==> config.mk <==
export PLATFORM = sky130hd
export DESIGN_NAME = sq_burst_writer
export DESIGN_NICKNAME = d
export VERILOG_FILES = /design/src/rtl/sq_pkg.sv /design/src/rtl/sq_line_store.sv /design/src/rtl/sq_burst_seq.sv /design/src/rtl/sq_burst_writer.sv
export SDC_FILE = /design/constraint.sdc
export NUM_CORES = 1
export LEC_CHECK = 0
export BUFFER_PORTS_ARGS = -buffer_cell sky130_fd_sc_hd__buf_2
export CAP_MARGIN = 40
export CORE_UTILIZATION = 60
export DETAILED_ROUTE_END_ITERATION = 7
export PLACE_DENSITY = 0.8
export SYNTH_ARGS = -nofsm -noshare
export SYNTH_HDL_FRONTEND = slang
export SYNTH_SLANG_ARGS = --single-unit
==> constraint.sdc <==
create_clock -name clk -period 4.05 [get_ports clk]
set_clock_uncertainty 0.2 [all_clocks]
set_input_delay 0.81 -clock clk [delete_from_list [all_inputs] [get_ports clk]]
set_output_delay 0.81 -clock clk [all_outputs]
set_load 0.03 [all_outputs]
==> src/rtl/sq_pkg.sv <==
package sq_pkg;
    localparam int unsigned SQ_ADDR_W     = 32;
    localparam int unsigned SQ_DATA_W     = 32;
    localparam int unsigned SQ_LINE_BYTES = 32;
    localparam int unsigned SQ_NUM_Q      = 2;
endpackage

==> src/rtl/sq_line_store.sv <==
// One line of write-only staging storage with byte-lane write and word read.
module sq_line_store #(
    parameter int unsigned DATA_W = 32,
    parameter int unsigned BEATS  = 8,
    localparam int unsigned IDX_W = $clog2(BEATS),
    localparam int unsigned BE_W  = DATA_W / 8
) (
    input  logic              clk,
    input  logic              wr_en,
    input  logic [IDX_W-1:0]  wr_idx,
    input  logic [DATA_W-1:0] wr_data,
    input  logic [BE_W-1:0]   wr_be,
    input  logic [IDX_W-1:0]  rd_idx,
    output logic [DATA_W-1:0] rd_data
);
    typedef struct packed {
        logic [BEATS-1:0][DATA_W-1:0] words;
    } line_t;

    line_t line_d, line_q;

    always_comb begin
        line_d = line_q;
        if (wr_en) begin
            for (int b = 0; b < int'(BE_W); b++) begin
                if (wr_be[b]) begin
                    line_d.words[wr_idx][8*b +: 8] = wr_data[8*b +: 8];
                end
            end
        end
    end

    // Data storage carries no reset: unwritten bytes are unspecified.
    always_ff @(posedge clk) begin
        line_q <= line_d;
    end

    assign rd_data = line_q.words[rd_idx];
endmodule

==> src/rtl/sq_burst_seq.sv <==
// Burst sequencer: one line per accepted flush, fixed beat count.
module sq_burst_seq #(
    parameter int unsigned ADDR_W  = 32,
    parameter int unsigned DATA_W  = 32,
    parameter int unsigned BEATS   = 8,
    parameter int unsigned QSEL_W  = 1,
    localparam int unsigned IDX_W   = $clog2(BEATS),
    localparam int unsigned STEP_SH = $clog2(DATA_W / 8),
    localparam int unsigned OFF_W   = IDX_W + STEP_SH
) (
    input  logic              clk,
    input  logic              rst_n,
    input  logic              start,
    input  logic [QSEL_W-1:0] start_q,
    input  logic [ADDR_W-1:0] start_addr,
    input  logic              beat_ready,
    output logic              active,
    output logic [QSEL_W-1:0] cur_q,
    output logic [IDX_W-1:0]  beat_idx,
    output logic [ADDR_W-1:0] beat_addr,
    output logic              beat_last,
    output logic              done
);
    typedef struct packed {
        logic              active;
        logic [QSEL_W-1:0] q;
        logic [ADDR_W-1:0] base;
        logic [IDX_W-1:0]  idx;
        logic              done;
    } seq_t;

    localparam logic [ADDR_W-1:0] LINE_MASK = ~((ADDR_W'(1) << OFF_W) - ADDR_W'(1));

    seq_t s_d, s_q;
    logic at_last;

    assign at_last = (s_q.idx == IDX_W'(BEATS - 1));

    always_comb begin
        s_d      = s_q;
        s_d.done = 1'b0;
        if (s_q.active) begin
            if (beat_ready) begin
                if (at_last) begin
                    s_d.active = 1'b0;
                    s_d.done   = 1'b1;
                    s_d.idx    = '0;
                end else begin
                    s_d.idx = s_q.idx + 1'b1;
                end
            end
        end else if (start) begin
            s_d.active = 1'b1;
            s_d.q      = start_q;
            s_d.base   = start_addr & LINE_MASK;
            s_d.idx    = '0;
        end
    end

    always_ff @(posedge clk) begin
        if (!rst_n) begin
            s_q <= '0;
        end else begin
            s_q <= s_d;
        end
    end

    assign active    = s_q.active;
    assign cur_q     = s_q.q;
    assign beat_idx  = s_q.idx;
    assign beat_addr = s_q.base + (ADDR_W'(s_q.idx) << STEP_SH);
    assign beat_last = s_q.active && at_last;
    assign done      = s_q.done;
endmodule

==> src/rtl/sq_burst_writer.sv <==
// Write-only staging queues drained to memory by explicit flush bursts.
module sq_burst_writer
    import sq_pkg::*;
#(
    parameter int unsigned ADDR_W     = SQ_ADDR_W,
    parameter int unsigned DATA_W     = SQ_DATA_W,
    parameter int unsigned LINE_BYTES = SQ_LINE_BYTES,
    parameter int unsigned NUM_Q      = SQ_NUM_Q,
    localparam int unsigned BYTES_W   = DATA_W / 8
) (
    input  logic               clk,
    input  logic               rst_n,
    input  logic               st_valid,
    output logic               st_ready,
    input  logic [ADDR_W-1:0]  st_addr,
    input  logic [DATA_W-1:0]  st_data,
    input  logic [BYTES_W-1:0] st_be,
    input  logic               fl_valid,
    output logic               fl_ready,
    input  logic [ADDR_W-1:0]  fl_addr,
    output logic               bw_valid,
    input  logic               bw_ready,
    output logic [ADDR_W-1:0]  bw_addr,
    output logic [DATA_W-1:0]  bw_data,
    output logic               bw_last,
    output logic [NUM_Q-1:0]   q_busy,
    output logic               flush_done
);
    localparam int unsigned BEATS   = LINE_BYTES / BYTES_W;
    localparam int unsigned STEP_SH = $clog2(BYTES_W);
    localparam int unsigned IDX_W   = $clog2(BEATS);
    localparam int unsigned OFF_W   = $clog2(LINE_BYTES);
    localparam int unsigned QSEL_W  = $clog2(NUM_Q);

    logic [QSEL_W-1:0] st_q, fl_q, cur_q;
    logic [IDX_W-1:0]  st_idx, beat_idx;
    logic              active;
    logic              st_fire, fl_fire;
    logic [DATA_W-1:0] rd_words [NUM_Q];
    logic              st_addr_unused;

    assign st_q   = st_addr[OFF_W +: QSEL_W];
    assign st_idx = st_addr[STEP_SH +: IDX_W];
    assign fl_q   = fl_addr[OFF_W +: QSEL_W];
    assign st_addr_unused = ^{st_addr[ADDR_W-1:OFF_W+QSEL_W], st_addr[STEP_SH-1:0]};

    // A store waits only for its own queue; a flush waits for the engine.
    assign st_ready = !q_busy[st_q];
    assign fl_ready = !active;
    assign st_fire  = st_valid && st_ready;
    assign fl_fire  = fl_valid && fl_ready;

    sq_burst_seq #(
        .ADDR_W (ADDR_W),
        .DATA_W (DATA_W),
        .BEATS  (BEATS),
        .QSEL_W (QSEL_W)
    ) i_seq (
        .clk        (clk),
        .rst_n      (rst_n),
        .start      (fl_fire),
        .start_q    (fl_q),
        .start_addr (fl_addr),
        .beat_ready (bw_ready),
        .active     (active),
        .cur_q      (cur_q),
        .beat_idx   (beat_idx),
        .beat_addr  (bw_addr),
        .beat_last  (bw_last),
        .done       (flush_done)
    );

    for (genvar qi = 0; qi < NUM_Q; qi++) begin : g_queue
        logic wr_en;
        assign wr_en      = st_fire && (st_q == QSEL_W'(qi));
        assign q_busy[qi] = active && (cur_q == QSEL_W'(qi));

        sq_line_store #(
            .DATA_W (DATA_W),
            .BEATS  (BEATS)
        ) i_line (
            .clk     (clk),
            .wr_en   (wr_en),
            .wr_idx  (st_idx),
            .wr_data (st_data),
            .wr_be   (st_be),
            .rd_idx  (beat_idx),
            .rd_data (rd_words[qi])
        );
    end

    assign bw_valid = active;
    assign bw_data  = rd_words[cur_q];
endmodule

==> metrics.md <==
| Metric | Value |
|---|---|
| Status | completed |
| Arrival time at the worst endpoint | 2.73 ns |
| Synth area leader | edfxtp_1 |
| Final Core Density | 0.699 |
| PortBufs | 140 |
| H-tree depth | 2 |
| Row cnt | 69 |
| Final Wtd Congestion | 0.825 |
| FMAX | 268 MHz |
| Minimum clock period after layout | 3.74 ns |
| Hold Crit Class | flop to flop |
| Met2 wire len | 23700 um |
| Starting DRT DRC Count | 1141 |
| Worst rel slew slack | 0.379 |
| Fillers | 2172 |
| Vias in the first global route | 12000 |
| Grt ovf | 0 |
| Avg Inst Size Synth | 17.5 um2 |
| Final setup margin | 0.312 ns |
| Setup violations, final | 0 |
| First-pass GRT wire length | 69700 um |
| Die ar. | 36800 um2 |
| Die Width | 192 um |
| CP required | 3.04 ns |
| TNS Setup | 0 ns |
| P_int | 9.38 mW |
| Most frequent cell after synthesis | edfxtp_1 |
| TritonCTS Buffers | 52 |
| Least-Margin Pin Slew | 0.928 ns |
| Lkg Pwr | 8.24 nW |
| Root buffer cell | clkbuf_16 |
| Min-Delay Path Depth | 2 |
| Top layer in use | met5 |
| Max rail drop VDD | 378 uV |
| Sw Share | 0.207 |
| Synth top cells by count | 512 x edfxtp_1, 121 x mux2i_1, 98 x nand2_1 |
| Die H | 192 um |
| Final Hold Viols | 0 |
| Clk_lat worst skew | 0.57 ns |
| IO Count | 176 |
| Pins Over Slew Limit | 0 |
| DRC | 0 |
| Yosys cell types | 40 |
| Crit-path cells | buf_12 -> mux4_2 -> a22oi_1 -> nand2_1 -> buf_2 |
| Power, Total | 11.8 mW |
| GRT Total Usage | 0.259 |
| Area Overhead vs Synth | 14.7% |
| Synthesized area | 21600 um2 |
| DRT met1 WL | 18100 um |
| Share of layout cells above drive strength 1 | 0.243 |
| Share of the synthesized area in the top cell type | 0.711 |
| Max_cap viols | 0 |
| Crit share post-route | 0.923 |
| Critical path endpoint category | primary output |
| Worst-path maximum fanout | 32 |
| Sequential Power Share | 0.525 |
| Core Region | 35500 um2 |
| Initial core utilization | 0.609 |
| CTS tree | done |
| CP Launch Type | flop |
| CTS Hold Buffers Added | 0 |
| Largest net degree at the start of global routing | 57 |
| Reg2Reg Depth | 5 |
| Power Dens Cells | 477 nW/um2 |
| Layout Nets | 1517 |
| Clock Power Share | 0.427 |
| Total wire length | 46100 um |
| Gate power share | 0.048 |
| CP Class | flop to primary output |
| Asr flop ratio synth | 0 |
| Clock-pin slew on the worst setup and hold paths | 0.06 ns |
| Wire per inst | 24.0 um |
| Number of synthesized flops with an enable pin | 512 |
| Hold Worst Slack | 0.261 ns |
| Seq/Total Area, Yosys | 0.741 |
| Final HPWL DP | 29700 um |
| Via density per instance | 6.11 |
| Main synth FF type | edfxtp_1 |
| Clock sink count | 544 |
| Synth top area cells | edfxtp_1 71%, mux4_2 7.1%, mux2i_1 5.6% |
| Psw | 2.45 mW |
| Worst path slowest cell | dfxtp_4 |
| Post-place setup slack | 0.810 ns |
| Synthesized instance count | 1239 |
| Unrepaired setup endpoints after global routing | false |
| Yosys warns | 0 |
| Synth Register Bits | 544 |
| Routed vias | 11700 |
| CTS Buffer Depth | 3 |
| Initial antenna violation count | 5 |
| Met3 Wirelength | 3150 um |
| Delay of the slowest critical-path stage | 0.75 ns |
| DR pass1 iterations | 7 |
| Post-DRT Antenna Nets | 0 |
-- registers in the layout, summed over array words and instances, names as in the netlist --
name	count
i_seq.s_q	27
g_queue.i_line.line_q	512
i_seq.active	1
i_seq.done	1
i_seq.beat_idx	3
-- cells in the final DEF, fill, tap and decap left out, types with 3 or more instances in the layout --
| cell type | instances |
|---|---|
| a21boi_0 | 27 |
| a22oi_1 | 92 |
| and2_1 | 58 |
| and3_1 | 9 |
| buf_12 | 7 |
| buf_2 | 140 |
| buf_4 | 41 |
| bufinv_16 | 10 |
| clkbuf_1 | 4 |
| clkbuf_16 | 52 |
| clkinv_1 | 12 |
| clkinv_2 | 14 |
| clkinvlp_4 | 3 |
| dfxtp_1 | 29 |
| diode_2 | 4 |
| edfxtp_1 | 512 |
| mux2i_1 | 121 |
| mux4_2 | 68 |
| nand2_1 | 98 |
| nand2b_1 | 4 |
| nand3_1 | 34 |
| nand3b_1 | 3 |
| nor2_1 | 62 |
| nor2_2 | 3 |
| nor2b_1 | 6 |
| nor3_1 | 12 |
-- area by class of cell --
type                    count  area, um2  area share
flip-flops and latches    544      16000       0.646
multi-input cells         619       5180       0.209
clock buffers              56       1320      0.0531
repair buffers            190       1200      0.0485
well taps                 461        577      0.0233
clock inverters            42        488      0.0197
inverters                   3       11.3    0.000454
diodes                      4       10.0    0.000403
-- cell families (layout without fill, tap and decap cells) --
group / Yosys count / in the layout / synth area share
compound gates: 124 / 124 / 0.0430
simple gates: 301 / 301 / 0.0665
fa+ha+maj: 2 / 2 / 0.00116
mux: 189 / 189 / 0.127
flops: 544 / 544 / 0.741
buf+inv: 77 / 291 / 0.0212
xor+xnor: 1 / 1 / 0.000405
other cells: 1 / 6 / 0.000173
-- worst paths after layout --
path                     start  slack, ns                             to
max          i_seq.beat_idx[0]       0.31                     bw_data[1]
max reg2reg       i_seq.s_q[9]       1.29  g_queue[0].i_line.line_q[103]
min              i_seq.s_q[32]       0.26                  i_seq.s_q[32]
min reg2reg      i_seq.s_q[32]       0.26                  i_seq.s_q[32]
-- routing by layer --
| metal | vias up | global-route usage |
|---|---|---|
| met5 | - | 0 |
| met4 | 2 | 0.0830 |
| met3 | 99 | 0.0482 |
| met2 | 450 | 0.432 |
| met1 | 5963 | 0.346 |
| li1 | 5215 | - |
-- power groups by stage --
stage | registers [mW] | clock network [mW] | logic [mW]
after floorplan | 6.35 | 0 | 0.329
after global placement | 6.33 | 0 | 0.543
after detailed placement | 6.33 | 0 | 0.562
after CTS | 6.21 | 5.10 | 0.566
after global routing | 6.21 | 5.30 | 0.606
final | 6.21 | 5.05 | 0.565
-- critical path, delay by kind of cell, from the launching register on --
| kind | cells | cell delay (ns) |
|---|---|---|
| AO/OA/AOI/OAI | 1 | 0.22 |
| multiplexers | 1 | 0.54 |
| buffers and inverters | 2 | 0.51 |
| AND/OR/NAND/NOR | 1 | 0.11 |
| flip-flops | 1 | 0.75 |
-- repair_timing --
action                     4_1_cts  5_1_grt
resized for setup                0        1
setup endpoints to repair        0        6
setup buffers                    0        0
-- metrics by stage --
stage / cells / cell area [um2]
after floorplan: 1240 / 21600
after global placement: 1809 / 22900
after detailed placement: 1813 / 23000
after CTS: 1911 / 24800
after global routing: 1917 / 24800
final: 1919 / 24800
(Power assumes the default switching activity.)
